### src/rtl/cs_fir_pkg.sv
package cs_fir_pkg;
   // operands entering the reduction stage: two product pairs plus save and carry
   localparam int unsigned CS_OPERANDS = 6;
   // width needed by the low-column adder that realises the truncation
   function automatic int unsigned low_col_width(input int unsigned frac_w);
      return frac_w + 2;
   endfunction
endpackage

### src/rtl/cs_fir_csa.sv
module cs_fir_csa #(
   parameter int unsigned W = 8
) (
   input  logic [W-1:0] op_a,
   input  logic [W-1:0] op_b,
   input  logic [W-1:0] op_d,
   input  logic         lsb_in,
   output logic [W-1:0] sum_o,
   output logic [W-1:0] cry_o
);
   logic [W-1:0] maj;
   always_comb begin
      sum_o = op_a ^ op_b ^ op_d;
      maj   = (op_a & op_b) | (op_a & op_d) | (op_b & op_d);
      cry_o = {maj[W-2:0], lsb_in};
   end
endmodule

### src/rtl/cs_fir_mult.sv
module cs_fir_mult #(
   parameter int unsigned SMP_W  = 8,
   parameter int unsigned COEF_W = 8,
   parameter int unsigned IW     = 20
) (
   input  logic [SMP_W-1:0]  smp,
   input  logic [COEF_W-1:0] coef,
   output logic [IW-1:0]     prod_s,
   output logic [IW-1:0]     prod_c
);
   logic [IW-1:0] sx;
   logic [IW-1:0] s_ch [0:COEF_W];
   logic [IW-1:0] c_ch [0:COEF_W];

   assign sx      = {{(IW-SMP_W){smp[SMP_W-1]}}, smp};
   assign s_ch[0] = '0;
   // the +1 of the negated top row rides in the first carry word
   assign c_ch[0] = {{(IW-1){1'b0}}, coef[COEF_W-1]};

   for (genvar r = 0; r < COEF_W; r++) begin : g_row
      logic [IW-1:0] pp;
      if (r == COEF_W - 1) begin : g_neg
         assign pp = coef[r] ? ~(sx << r) : '0;
      end else begin : g_pos
         assign pp = coef[r] ? (sx << r) : '0;
      end
      cs_fir_csa #(.W(IW)) u_csa (
         .op_a(s_ch[r]), .op_b(c_ch[r]), .op_d(pp), .lsb_in(1'b0),
         .sum_o(s_ch[r+1]), .cry_o(c_ch[r+1])
      );
   end

   assign prod_s = s_ch[COEF_W];
   assign prod_c = c_ch[COEF_W];
endmodule

### src/rtl/cs_fir_comp62.sv
module cs_fir_comp62
   import cs_fir_pkg::*;
#(
   parameter int unsigned AW_W   = 16,
   parameter int unsigned FRAC_W = 4,
   parameter int unsigned IW     = AW_W + FRAC_W
) (
   input  logic [AW_W-1:0] ps_in,
   input  logic [AW_W-1:0] pc_in,
   input  logic [IW-1:0]   pa_s,
   input  logic [IW-1:0]   pa_c,
   input  logic [IW-1:0]   pb_s,
   input  logic [IW-1:0]   pb_c,
   output logic [AW_W-1:0] sum_s,
   output logic [AW_W-1:0] sum_c
);
   logic [1:0]      k;
   logic [AW_W-1:0] ua_s, ua_c, ub_s, ub_c;

   if (FRAC_W > 0) begin : g_trunc
      localparam int unsigned LW = low_col_width(FRAC_W);
      logic [LW-1:0] low;
      assign low  = LW'(pa_s[FRAC_W-1:0]) + LW'(pa_c[FRAC_W-1:0])
                  + LW'(pb_s[FRAC_W-1:0]) + LW'(pb_c[FRAC_W-1:0]);
      assign k    = low[LW-1:FRAC_W];
      assign ua_s = pa_s[IW-1:FRAC_W];
      assign ua_c = pa_c[IW-1:FRAC_W];
      assign ub_s = pb_s[IW-1:FRAC_W];
      assign ub_c = pb_c[IW-1:FRAC_W];
   end else begin : g_full
      assign k    = 2'b00;
      assign ua_s = pa_s;
      assign ua_c = pa_c;
      assign ub_s = pb_s;
      assign ub_c = pb_c;
   end

   logic [AW_W-1:0] s1, c1, s2, c2, s3, c3;
   // low-column carry k (0..3) enters through free carry LSBs: weight 1 + 2 * 1
   cs_fir_csa #(.W(AW_W)) u_l1a (.op_a(ps_in), .op_b(pc_in), .op_d(ua_s),
      .lsb_in(k[0]), .sum_o(s1), .cry_o(c1));
   cs_fir_csa #(.W(AW_W)) u_l1b (.op_a(ua_c), .op_b(ub_s), .op_d(ub_c),
      .lsb_in(k[1]), .sum_o(s2), .cry_o(c2));
   cs_fir_csa #(.W(AW_W)) u_l2  (.op_a(s1), .op_b(c1), .op_d(s2),
      .lsb_in(k[1]), .sum_o(s3), .cry_o(c3));
   cs_fir_csa #(.W(AW_W)) u_l3  (.op_a(s3), .op_b(c3), .op_d(c2),
      .lsb_in(1'b0), .sum_o(sum_s), .cry_o(sum_c));
endmodule

### src/rtl/cs_fir_tap.sv
module cs_fir_tap
   import cs_fir_pkg::*;
#(
   parameter int unsigned SMP_W  = 8,
   parameter int unsigned COEF_W = 8,
   parameter int unsigned AW_W   = 16,
   parameter int unsigned FRAC_W = 4
) (
   input  logic              clk,
   input  logic              rst_n,
   input  logic              en,
   input  logic [SMP_W-1:0]  smp_in,
   input  logic [COEF_W-1:0] coef_a,
   input  logic [COEF_W-1:0] coef_b,
   input  logic [AW_W-1:0]   sum_s_in,
   input  logic [AW_W-1:0]   sum_c_in,
   output logic [AW_W-1:0]   sum_s_out,
   output logic [AW_W-1:0]   sum_c_out,
   output logic [SMP_W-1:0]  smp_out
);
   localparam int unsigned IW    = AW_W + FRAC_W;
   localparam int unsigned LANES = (CS_OPERANDS - 2) / 2;

   if (SMP_W < 2 || COEF_W < 2) begin : g_bad_w
      $error("cs_fir_tap: sample and coefficient need at least 2 bits");
   end
   if (IW <= SMP_W) begin : g_bad_iw
      $error("cs_fir_tap: AW_W + FRAC_W must exceed SMP_W");
   end

   logic [SMP_W-1:0] smp_d1;
   logic [SMP_W-1:0] lane_smp  [LANES];
   logic [COEF_W-1:0] lane_cf  [LANES];
   logic [IW-1:0]    lane_s    [LANES];
   logic [IW-1:0]    lane_c    [LANES];
   logic [AW_W-1:0]  nxt_s, nxt_c;

   assign lane_smp[0] = smp_in;
   assign lane_cf[0]  = coef_a;
   assign lane_smp[1] = smp_d1;
   assign lane_cf[1]  = coef_b;

   for (genvar l = 0; l < LANES; l++) begin : g_lane
      cs_fir_mult #(.SMP_W(SMP_W), .COEF_W(COEF_W), .IW(IW)) u_mult (
         .smp(lane_smp[l]), .coef(lane_cf[l]),
         .prod_s(lane_s[l]), .prod_c(lane_c[l])
      );
   end

   cs_fir_comp62 #(.AW_W(AW_W), .FRAC_W(FRAC_W), .IW(IW)) u_comp (
      .ps_in(sum_s_in), .pc_in(sum_c_in),
      .pa_s(lane_s[0]), .pa_c(lane_c[0]),
      .pb_s(lane_s[1]), .pb_c(lane_c[1]),
      .sum_s(nxt_s), .sum_c(nxt_c)
   );

   always_ff @(posedge clk or negedge rst_n) begin
      if (!rst_n) begin
         smp_d1    <= '0;
         smp_out   <= '0;
         sum_s_out <= '0;
         sum_c_out <= '0;
      end else if (en) begin
         smp_d1    <= smp_in;
         smp_out   <= smp_d1;
         sum_s_out <= nxt_s;
         sum_c_out <= nxt_c;
      end
   end
endmodule

### config.mk
export PLATFORM = sky130hd
export DESIGN_NAME = cs_fir_tap
export DESIGN_NICKNAME = d
export VERILOG_FILES = /design/src/rtl/cs_fir_pkg.sv /design/src/rtl/cs_fir_csa.sv /design/src/rtl/cs_fir_mult.sv /design/src/rtl/cs_fir_comp62.sv /design/src/rtl/cs_fir_tap.sv
export SDC_FILE = /design/constraint.sdc
export NUM_CORES = 1
export LEC_CHECK = 0
export ABC_AREA = 0
export BUFFER_PORTS_ARGS = -buffer_cell sky130_fd_sc_hd__clkbuf_2
export CORE_MARGIN = 1.5
export CORE_UTILIZATION = 50
export DETAILED_ROUTE_END_ITERATION = 16
export PLACE_DENSITY = 0.77
export SYNTH_ARGS = -nofsm -noshare
export SYNTH_HDL_FRONTEND = slang
export SYNTH_SLANG_ARGS = --single-unit
### constraint.sdc
create_clock -name clk -period 8.16 [get_ports clk]
set_input_delay 1.632 -clock clk [delete_from_list [all_inputs] [get_ports clk]]
set_output_delay 1.632 -clock clk [all_outputs]
set_load 0.03 [all_outputs]
==> results of run 1 <==
==> state kept, by name, summed over array words and instances (netlist names) <==
register,count
smp_d1,8
smp_out,8
sum_c_out,15
sum_s_out,16
==> through the flow <==
step           std cells  instance area (sq um)   util  setup slack (ns)  hold WS, ns
3_3_place_gp         887                   7430  0.559              1.02        0.490
3_5_place_dp         887                   7430  0.559             0.807        0.496
6_report             895                   7590  0.571              1.13        0.509
4_1_cts              895                   7590  0.571              1.12        0.515
2_1_floorplan        632                   6820      -              1.34        0.627
5_1_grt              895                   7590  0.571             0.907        0.533
==> metal layers <==
metal,track usage,part of all wire,vias to the layer above
met5,0,0,-
met4,0.0446,0.014,0
met3,0.0271,0.033,17
met2,0.395,0.55,100
met1,0.260,0.41,2296
li1,-,-,1975
==> cell families (layout without fill, tap and decap cells) <==
| kind of cell | count (synthesis) | in the layout | share of synthesized area |
|---|---|---|---|
| DFF | 47 | 47 | 0.172 |
| muxes | 46 | 46 | 0.0756 |
| adders and majority gates | 190 | 190 | 0.520 |
| buffers and inverters | 192 | 279 | 0.110 |
| other | 1 | 1 | 0.000550 |
| xor gates and xnor gates | 10 | 10 | 0.0128 |
| and+or+nand+nor | 137 | 137 | 0.100 |
| AOI/OAI and AO/OA | 9 | 9 | 0.00807 |
==> worst max-delay path: stages <==
cell and delay, ns:
clkbuf_2 0.22, nand2_1 0.13, ha_1 0.35, nor2_1 0.05, o21ai_0 0.27, fa_1 0.51, fa_1 0.55, fa_1 0.46
fa_1 0.51, fa_1 0.57, inv_1 0.16, fa_1 0.53, inv_1 0.06, fa_1 0.52, fa_1 0.41, mux2_2 0.27
==> how the worst min path moves through the flow <==
stage	endpoint	slack, ns	cells past startpoint
4_1_cts	smp_out[4]$_DFFE_PN0P_	0.51	1
6_report	smp_out[4]$_DFFE_PN0P_	0.51	1
2_1_floorplan	smp_d1[7]$_DFFE_PN0P_	0.63	2
5_1_grt	sum_s_out[2]$_DFFE_PN0P_	0.53	1
3_5_place_dp	sum_c_out[11]$_DFFE_PN0P_	0.50	1
3_3_place_gp	sum_s_out[2]$_DFFE_PN0P_	0.49	1
==> placed cells by master (no fill, tap or decap), drive strengths merged <==
cell type	count
xor2	2
and3	2
a21oi	2
nand4	1
dfrtp	47
mux2i	2
nor2b	9
clkbuf	104
clkinvlp	1
and2	48
a21boi	1
a21o	2
inv	172
fa	156
nor2	3
mux2	44
xnor2	8
nand2	67
buf	2
o21ai	3
ha	34
nand2b	7
o21bai	1
conb	1
==> layout make-up <==
| type | instances | area share |
|---|---|---|
| tap | 176 | 0.0290 |
| multi-input combinational | 393 | 0.644 |
| clock inverter | 1 | 0.000988 |
| sequential | 47 | 0.155 |
| timing repair buffer | 99 | 0.0659 |
| inverter | 172 | 0.0850 |
| clock buffer | 7 | 0.0201 |
==> flow_summary.yaml, run 1 <==
cts:
  clockRootBuffer: "clkbuf_16"
  cts_hold_buf: 0
  clkLatencyLatePin_ns: 0.29
  clockBufferDepth: 2
  postCtsSetupBuffers: 0
  htreeDepth: 2
  cts_buffers: 5
  cts_tree: "yes"
  cts_sinks: 47
  path_clk_slew_ns: 0.06
  post_cts_resized: 0
logic_synthesis:
  syn_nets: 881
  ys_seq_area_frac: 0.172
  ys_warn_count: 0
  syn_inst: 632
  ys_seq_elements: 47
  synth_area_sq_um: 6820
  yosys.cell_count.top_type: "inv_1"
  ys_top_cells_by_area: "fa_1 (46%), dfrtp_1 (17%), inv_1 (9.5%)"
  yosysUniqueCellTypes: 25
  synth_flop_cell: "dfrtp_1"
  synth_common_cells: "inv_1 (172), fa_1 (156), nand2_1 (67), and2_1 (48), dfrtp_1 (47)"
  yosysTopAreaCell: "fa_1"
  synth_top_area_frac: 0.458
  synth_area_per_cell_sq_um: 10.8
  synthArstFlopShare: 1.00
  synth-edff-count: 0
route:
  viasPerCell: 4.90
  vias: 4388
  ant_nets: 0
  wl_mm: 13.5
  drtPass1Iterations: 4
  wire_per_inst_um: 15.1
  drc_errors: 0
  drt_iter0_drc: 114
sta:
  period_share: 0.862
  maxSlewViolCount: 0
  worst_slew_pin_slew_ns: 0.679
  hold_violations: 0
  setup_viol: 0
  fin_setup_tns_ns: 0
  relSlewSlack: 0.548
  clock_skew_ns: 0.00204
  rsz0062_at_grt: "no"
  period_needed_ns: 7.03
  clock.fmax_mhz: 142
grt:
  grt_first_pass_wirelength_mm: 23.8
  overflow: 0
  grt_use_total: 0.211
  grt_pass1_vias: 5197
  antenna_found_initial: 0
  grt_max_degree: 50
hold_path:
  hold_path_class: "register to register"
  hp-start: "smp_out[4]$_DFFE_PN0P_"
run:
  drv_cap: 0
floorplan:
  die_area_sq_um: 14300
  rows: 42
  die_h_um: 120
  core_sq_um: 13300
  start_util: 0.513
  die_w_um: 120
  io_pins: 99
final_layout:
  num-fill-cells: 1142
  layout-drive-gt1-share: 0.210
  synthToLayoutAreaGrowth_pct: 11.4
  regArea_sq_um: 1180
  diodes: 0
  multi_input_area_sq_um: 4890
  layout.nets: 967
worst_setup_path:
  required_ns: 8.34
  endpoint_kind: "register"
  reg2regPathDepth: 15
  worstSetupStartpointType: "input port"
  timing.rr.start: "smp_d1[7]$_DFFE_PN0P_"
  critical_path_class: "input port to register"
  r2r-end: "sum_s_out[14]$_DFFE_PN0P_"
  ff2ff_setup_slack_ns: 2.19
  cp.arrival_ns: 7.21
  critPathMaxFanout: 9
  critPathLaunch: "coef_a[0]"
  crit_end: "sum_s_out[11]$_DFFE_PN0P_"
placed_design:
  place.gp.congestion: 0.819
  io_buffers: 97
  post-dp-hpwl_mm: 11.3
outcome:
  status: "finished clean"
Power of run 1 is left out: the tool's default activity adds up to more than one toggle a clock period on the data nets, which glitch-free logic cannot reach.
==> run 2: changes to the inputs <==
--- a/config.mk
+++ b/config.mk
@@ -7,10 +7,12 @@
 export LEC_CHECK = 0
 export ABC_AREA = 0
 export BUFFER_PORTS_ARGS = -buffer_cell sky130_fd_sc_hd__clkbuf_2
+export CELL_PAD_IN_SITES_DETAIL_PLACEMENT = 0
+export CELL_PAD_IN_SITES_GLOBAL_PLACEMENT = 1
 export CORE_MARGIN = 1.5
-export CORE_UTILIZATION = 50
+export CORE_UTILIZATION = 47
 export DETAILED_ROUTE_END_ITERATION = 16
-export PLACE_DENSITY = 0.77
+export PLACE_DENSITY = 0.89
 export SYNTH_ARGS = -nofsm -noshare
 export SYNTH_HDL_FRONTEND = slang
 export SYNTH_SLANG_ARGS = --single-unit
==> constraint.sdc (replaced) <==
create_clock -name clk -period 6.6 [get_ports clk]
set_input_delay 1.32 -clock clk [delete_from_list [all_inputs] [get_ports clk]]
set_output_delay 1.32 -clock clk [all_outputs]
set_load 0.03 [all_outputs]
==> flow_summary.yaml, run 2 (synthesis gave the netlist of run 1 again) <==
placed_design:
  io_buffers: 97
  dp_cells: 913
  post-dp-hpwl_mm: 11.4
  dpl-instance-area_sq_um: 7600
  place.gp.congestion: 0.867
final_layout:
  regMostFlops: "sum_s_out"
  synthToLayoutAreaGrowth_pct: 14.3
  diodes: 0
  largest_register_ffs: 16
  instances_no_fill: 921
  layout.nets: 989
  final_common_cell: "inv_1"
  reg.largest.list: "sum_s_out (16), sum_c_out (15)"
  regArea_sq_um: 1180
  multi_input_area_sq_um: 4910
  num-fill-cells: 1242
  layout-drive-gt1-share: 0.240
  final_cell_mix: "inv_1 (171), fa_1 (154), clkbuf_2 (97), nand2_1 (66), and2_1 (48)"
  postLayoutCellArea_sq_um: 7790
grt:
  grt_use_total: 0.200
  overflow: 0
  grt_pass1_vias: 5026
  grt_first_pass_wirelength_mm: 23.2
  grt_max_degree: 50
  antenna_found_initial: 0
hold_path:
  hp-start: "sum_c_out[15]$_DFFE_PN0P_"
  holdPathStages: 1
  hold_path_class: "register to register"
  hold_end: "sum_c_out[15]$_DFFE_PN0P_"
worst_setup_path:
  reg2regPathDepth: 17
  cp_num_buf_inv: 5
  timing.rr.start: "smp_d1[7]$_DFFE_PN0P_"
  critPathSlowestCell: "fa_1"
  cp.arrival_ns: 6.67
  r2r-end: "sum_s_out[3]$_DFFE_PN0P_"
  worstSetupStartpointType: "input port"
  critPathMaxStageDelay_ns: 0.56
  critical_path_class: "input port to register"
  endpoint_kind: "register"
  path_delay_family: "adder cells"
  cp_common_cell: "fa_1"
  path_cells: "clkbuf_2 > and2_1 > ha_1 > fa_1 > inv_1 > fa_1 > fa_1 > fa_1 > inv_1 > fa_1 > fa_1 > inv_1 > fa_1 > fa_1 > inv_1 > fa_1 > mux2_2"
  required_ns: 6.79
  ff2ff_setup_slack_ns: 0.70
  critPathMaxFanout: 5
outcome:
  status: "finished clean"
floorplan:
  io_pins: 99
  die_area_sq_um: 15200
  die_w_um: 123
  die_h_um: 123
  core_sq_um: 14000
  start_util: 0.486
  rows: 43
route:
  highest_layer: "met4"
  wl_mm: 13.4
  drtPass1Iterations: 4
  m1WireLength_mm: 5.51
  wl_met2_mm: 7.03
  wire_per_inst_um: 14.5
  drc_errors: 0
  drt_iter0_drc: 164
  viasPerCell: 4.82
  vias: 4437
  ant_nets: 0
  dr_wl_met3_um: 602
sta:
  period_needed_ns: 6.47
  maxSlewViolCount: 0
  relSlewSlack: 0.554
  clock_skew_ns: 0.00433
  rsz0062_at_grt: "yes"
  setup_viol: 0
  worst_slew_pin_slew_ns: 0.669
  period_share: 0.981
  hold_violations: 0
  clock.fmax_mhz: 154
cts:
  clkLatencyLatePin_ns: 0.30
  postCtsSetupBuffers: 0
  cts_sinks: 47
  cts_buffers: 5
  htreeDepth: 2
  post_cts_resized: 0
  path_clk_slew_ns: 0.07
  cts_hold_buf: 0
  cts_tree: "yes"
  clockRootBuffer: "clkbuf_16"
  clockBufferDepth: 2
run:
  drv_cap: 0
[run 2: cell count changes in the layout (fill, tap and decap cells not counted), sizes merged]
cell	before	now
bufinv	0	1
clkbuf	104	102
clkinv	0	2
buf	2	24
clkinvlp	1	0
[run 2: layer usage]
layer	vias up	track usage
li1	2023	-
met1	2300	0.242
met2	98	0.366
met3	16	0.0429
met4	0	0.0438
met5	-	0
[run 2: area by class of cell]
| type | instances | area share |
|---|---|---|
| inverter | 172 | 0.0828 |
| timing repair buffer | 121 | 0.0854 |
| clock buffer | 5 | 0.0161 |
| clock inverter | 3 | 0.00562 |
| sequential | 47 | 0.151 |
| multi-input combinational | 393 | 0.630 |
| tap | 180 | 0.0289 |
[run 2: through the flow]
| step | TNS, ns | util | hold WS, ns | setup slack (ns) |
|---|---|---|---|---|
| after floorplan | 0 | - | 0.627 | 0.0881 |
| after global routing | -0.0254 | 0.555 | 0.525 | -0.0245 |
| after CTS | 0 | 0.554 | 0.513 | 0.0827 |
| after global placement | -1.91 | 0.542 | 0.487 | -0.172 |
| after detailed placement | -3.82 | 0.542 | 0.497 | -0.256 |
| final | 0 | 0.555 | 0.508 | 0.126 |
[run 2: how the worst max path moves through the flow]
stage	startpoint	end	depth (start not counted)
after global routing	coef_b[0]	sum_s_out[3]$_DFFE_PN0P_	18
final	coef_b[1]	sum_s_out[3]$_DFFE_PN0P_	17
after floorplan	coef_b[1]	sum_s_out[3]$_DFFE_PN0P_	16
after CTS	coef_b[1]	sum_s_out[11]$_DFFE_PN0P_	16
after global placement	coef_b[1]	sum_s_out[14]$_DFFE_PN0P_	16
after detailed placement	coef_b[1]	sum_s_out[11]$_DFFE_PN0P_	16
[run 2: worst register-to-register path, cell delays in order, from the launching register on]
cell	delay [ns]
dfrtp_1	0.54
nand2_2	0.13
inv_1	0.12
ha_1	0.25
fa_1	0.48
inv_1	0.05
fa_1	0.49
fa_1	0.43
fa_1	0.49
inv_1	0.05
fa_1	0.45
fa_1	0.49
inv_1	0.05
fa_1	0.47
fa_1	0.56
inv_1	0.06
fa_1	0.44
mux2_2	0.27
Power of run 2 is left out for the same reason.
==> run 3: changes to the inputs <==
--- a/config.mk
+++ b/config.mk
@@ -9,6 +9,7 @@
 export BUFFER_PORTS_ARGS = -buffer_cell sky130_fd_sc_hd__clkbuf_2
 export CELL_PAD_IN_SITES_DETAIL_PLACEMENT = 0
 export CELL_PAD_IN_SITES_GLOBAL_PLACEMENT = 1
+export CORE_ASPECT_RATIO = 1.1
 export CORE_MARGIN = 1.5
 export CORE_UTILIZATION = 47
 export DETAILED_ROUTE_END_ITERATION = 16
==> constraint.sdc (replaced) <==
create_clock -name clk -period 6.27 [get_ports clk]
set_input_delay 1.254 -clock clk [delete_from_list [all_inputs] [get_ports clk]]
set_output_delay 1.254 -clock clk [all_outputs]
set_load 0.03 [all_outputs]
==> flow_summary.yaml, run 3 (synthesis gave the netlist of run 1 again) <==
sta:
  clock_skew_ns: 0.00490
  period_needed_ns: 6.33
  setup_viol: 6
  hold_violations: 0
  maxSlewViolCount: 0
  fin_setup_tns_ns: -0.197
  clock.fmax_mhz: 158
  worst_slew_pin_slew_ns: 0.695
  rsz0062_at_grt: "yes"
  relSlewSlack: 0.536
  fin_ws_ns: -0.0579
  fin_hold_ws_ns: 0.508
  period_share: 1.01
grt:
  grt_first_pass_wirelength_mm: 24.4
  grt_pass1_vias: 5143
  grt_use_total: 0.201
  overflow: 0
  antenna_found_initial: 0
  grt_max_degree: 50
final_layout:
  reg.largest.list: "sum_s_out (16), sum_c_out (15)"
  regMostFlops: "sum_s_out"
  largest_register_ffs: 16
  final_cell_mix: "inv_1 (144), fa_1 (115), clkbuf_2 (92), nand2_1 (62), dfrtp_1 (47)"
  layout-drive-gt1-share: 0.366
  layout.nets: 1000
  synthToLayoutAreaGrowth_pct: 20.5
  postLayoutCellArea_sq_um: 8220
  final_common_cell: "inv_1"
  diodes: 0
placed_design:
  place.gp.congestion: 0.858
  dpl-instance-area_sq_um: 7710
  io_buffers: 97
  post-dp-hpwl_mm: 11.7
route:
  ant_nets: 0
  wire_per_inst_um: 14.9
  drc_errors: 0
  wl_mm: 14.0
  vias: 4554
  viasPerCell: 4.82
  drtPass1Iterations: 4
  drt_iter0_drc: 138
floorplan:
  io_pins: 99
  rows: 46
  die_h_um: 129
  start_util: 0.478
  core_sq_um: 14300
  die_area_sq_um: 15200
  die_w_um: 118
cts:
  cts_tree: "yes"
  clkLatencyLatePin_ns: 0.30
  path_clk_slew_ns: 0.07
  clockRootBuffer: "clkbuf_16"
  cts_buffers: 5
  cts_hold_buf: 0
  clockBufferDepth: 2
  cts_sinks: 47
  htreeDepth: 2
worst_setup_path:
  endpoint_kind: "register"
  cp.arrival_ns: 6.52
  required_ns: 6.46
  critical_path_class: "input port to register"
  critPathMaxFanout: 4
  worstSetupStartpointType: "input port"
outcome:
  status: "finished, violations left"
  violations: "negative setup slack"
hold_path:
  hold_path_class: "register to register"
run:
  drv_cap: 0
==> run 3: worst max-delay path: stages <==
cell and delay (ns):
buf_12 0.09, nand2_8 0.05, ha_4 0.27, nor2_4 0.11
o21ai_2 0.06, fa_1 0.56, fa_2 0.50, fa_1 0.58
inv_2 0.05, fa_1 0.52, inv_2 0.06, fa_2 0.57
inv_2 0.05, fa_1 0.56, fa_1 0.44, inv_2 0.08
fa_2 0.43, mux2_4 0.27
==> run 3: path summary, 6_finish.rpt <==
| kind | startpoint | end | slack, ns | cells past startpoint |
|---|---|---|---|---|
| worst max-delay path | coef_b[0] | sum_s_out[10]$_DFFE_PN0P_ | -0.06 | 18 |
| worst min-delay path | smp_out[6]$_DFFE_PN0P_ | smp_out[6]$_DFFE_PN0P_ | 0.51 | 1 |
| worst max register to register | smp_d1[7]$_DFFE_PN0P_ | sum_s_out[10]$_DFFE_PN0P_ | 0.38 | 17 |
| worst min register to register | smp_out[6]$_DFFE_PN0P_ | smp_out[6]$_DFFE_PN0P_ | 0.51 | 1 |
| max in group asynchronous | rst_n | sum_c_out[9]$_DFFE_PN0P_ | 4.78 | 2 |
| min in group asynchronous | rst_n | sum_c_out[1]$_DFFE_PN0P_ | 1.06 | 2 |
==> run 3: what timing repair did <==
action | in CTS | in global routing
gates resized for setup | 25 | 83
buffers inserted | 1 | 5
pin swaps | 15 | 50
setup endpoints to repair | 20 | 28
==> run 3: final cells by class <==
type	instances	area, sq um
tap	192	240
clock inverter	2	16.3
sequential	47	1180
multi-input combinational	393	5190
inverter	172	648
clock buffer	6	139
timing repair buffer	132	807
fill	1245	6050
==> run 3: layer usage <==
metal | global-route usage | vias up | wire (um) | part of all wire
met5 | 0 | - | 0 | 0
met4 | 0.0445 | 0 | 325 | 0.023
met3 | 0.0348 | 22 | 568 | 0.040
met2 | 0.377 | 101 | 7650 | 0.55
met1 | 0.243 | 2387 | 5480 | 0.39
li1 | - | 2044 | - | -
==> run 3: through the flow <==
step                      setup WS, ns  std cells  utilization
after detailed placement        -0.469        930        0.540
after floorplan                 -0.132        632            -
after global routing            -0.205        944        0.576
after global placement          -0.390        930        0.540
final                          -0.0579        944        0.576
after CTS                      -0.0704        939        0.557
Power of run 3 is left out for the same reason.
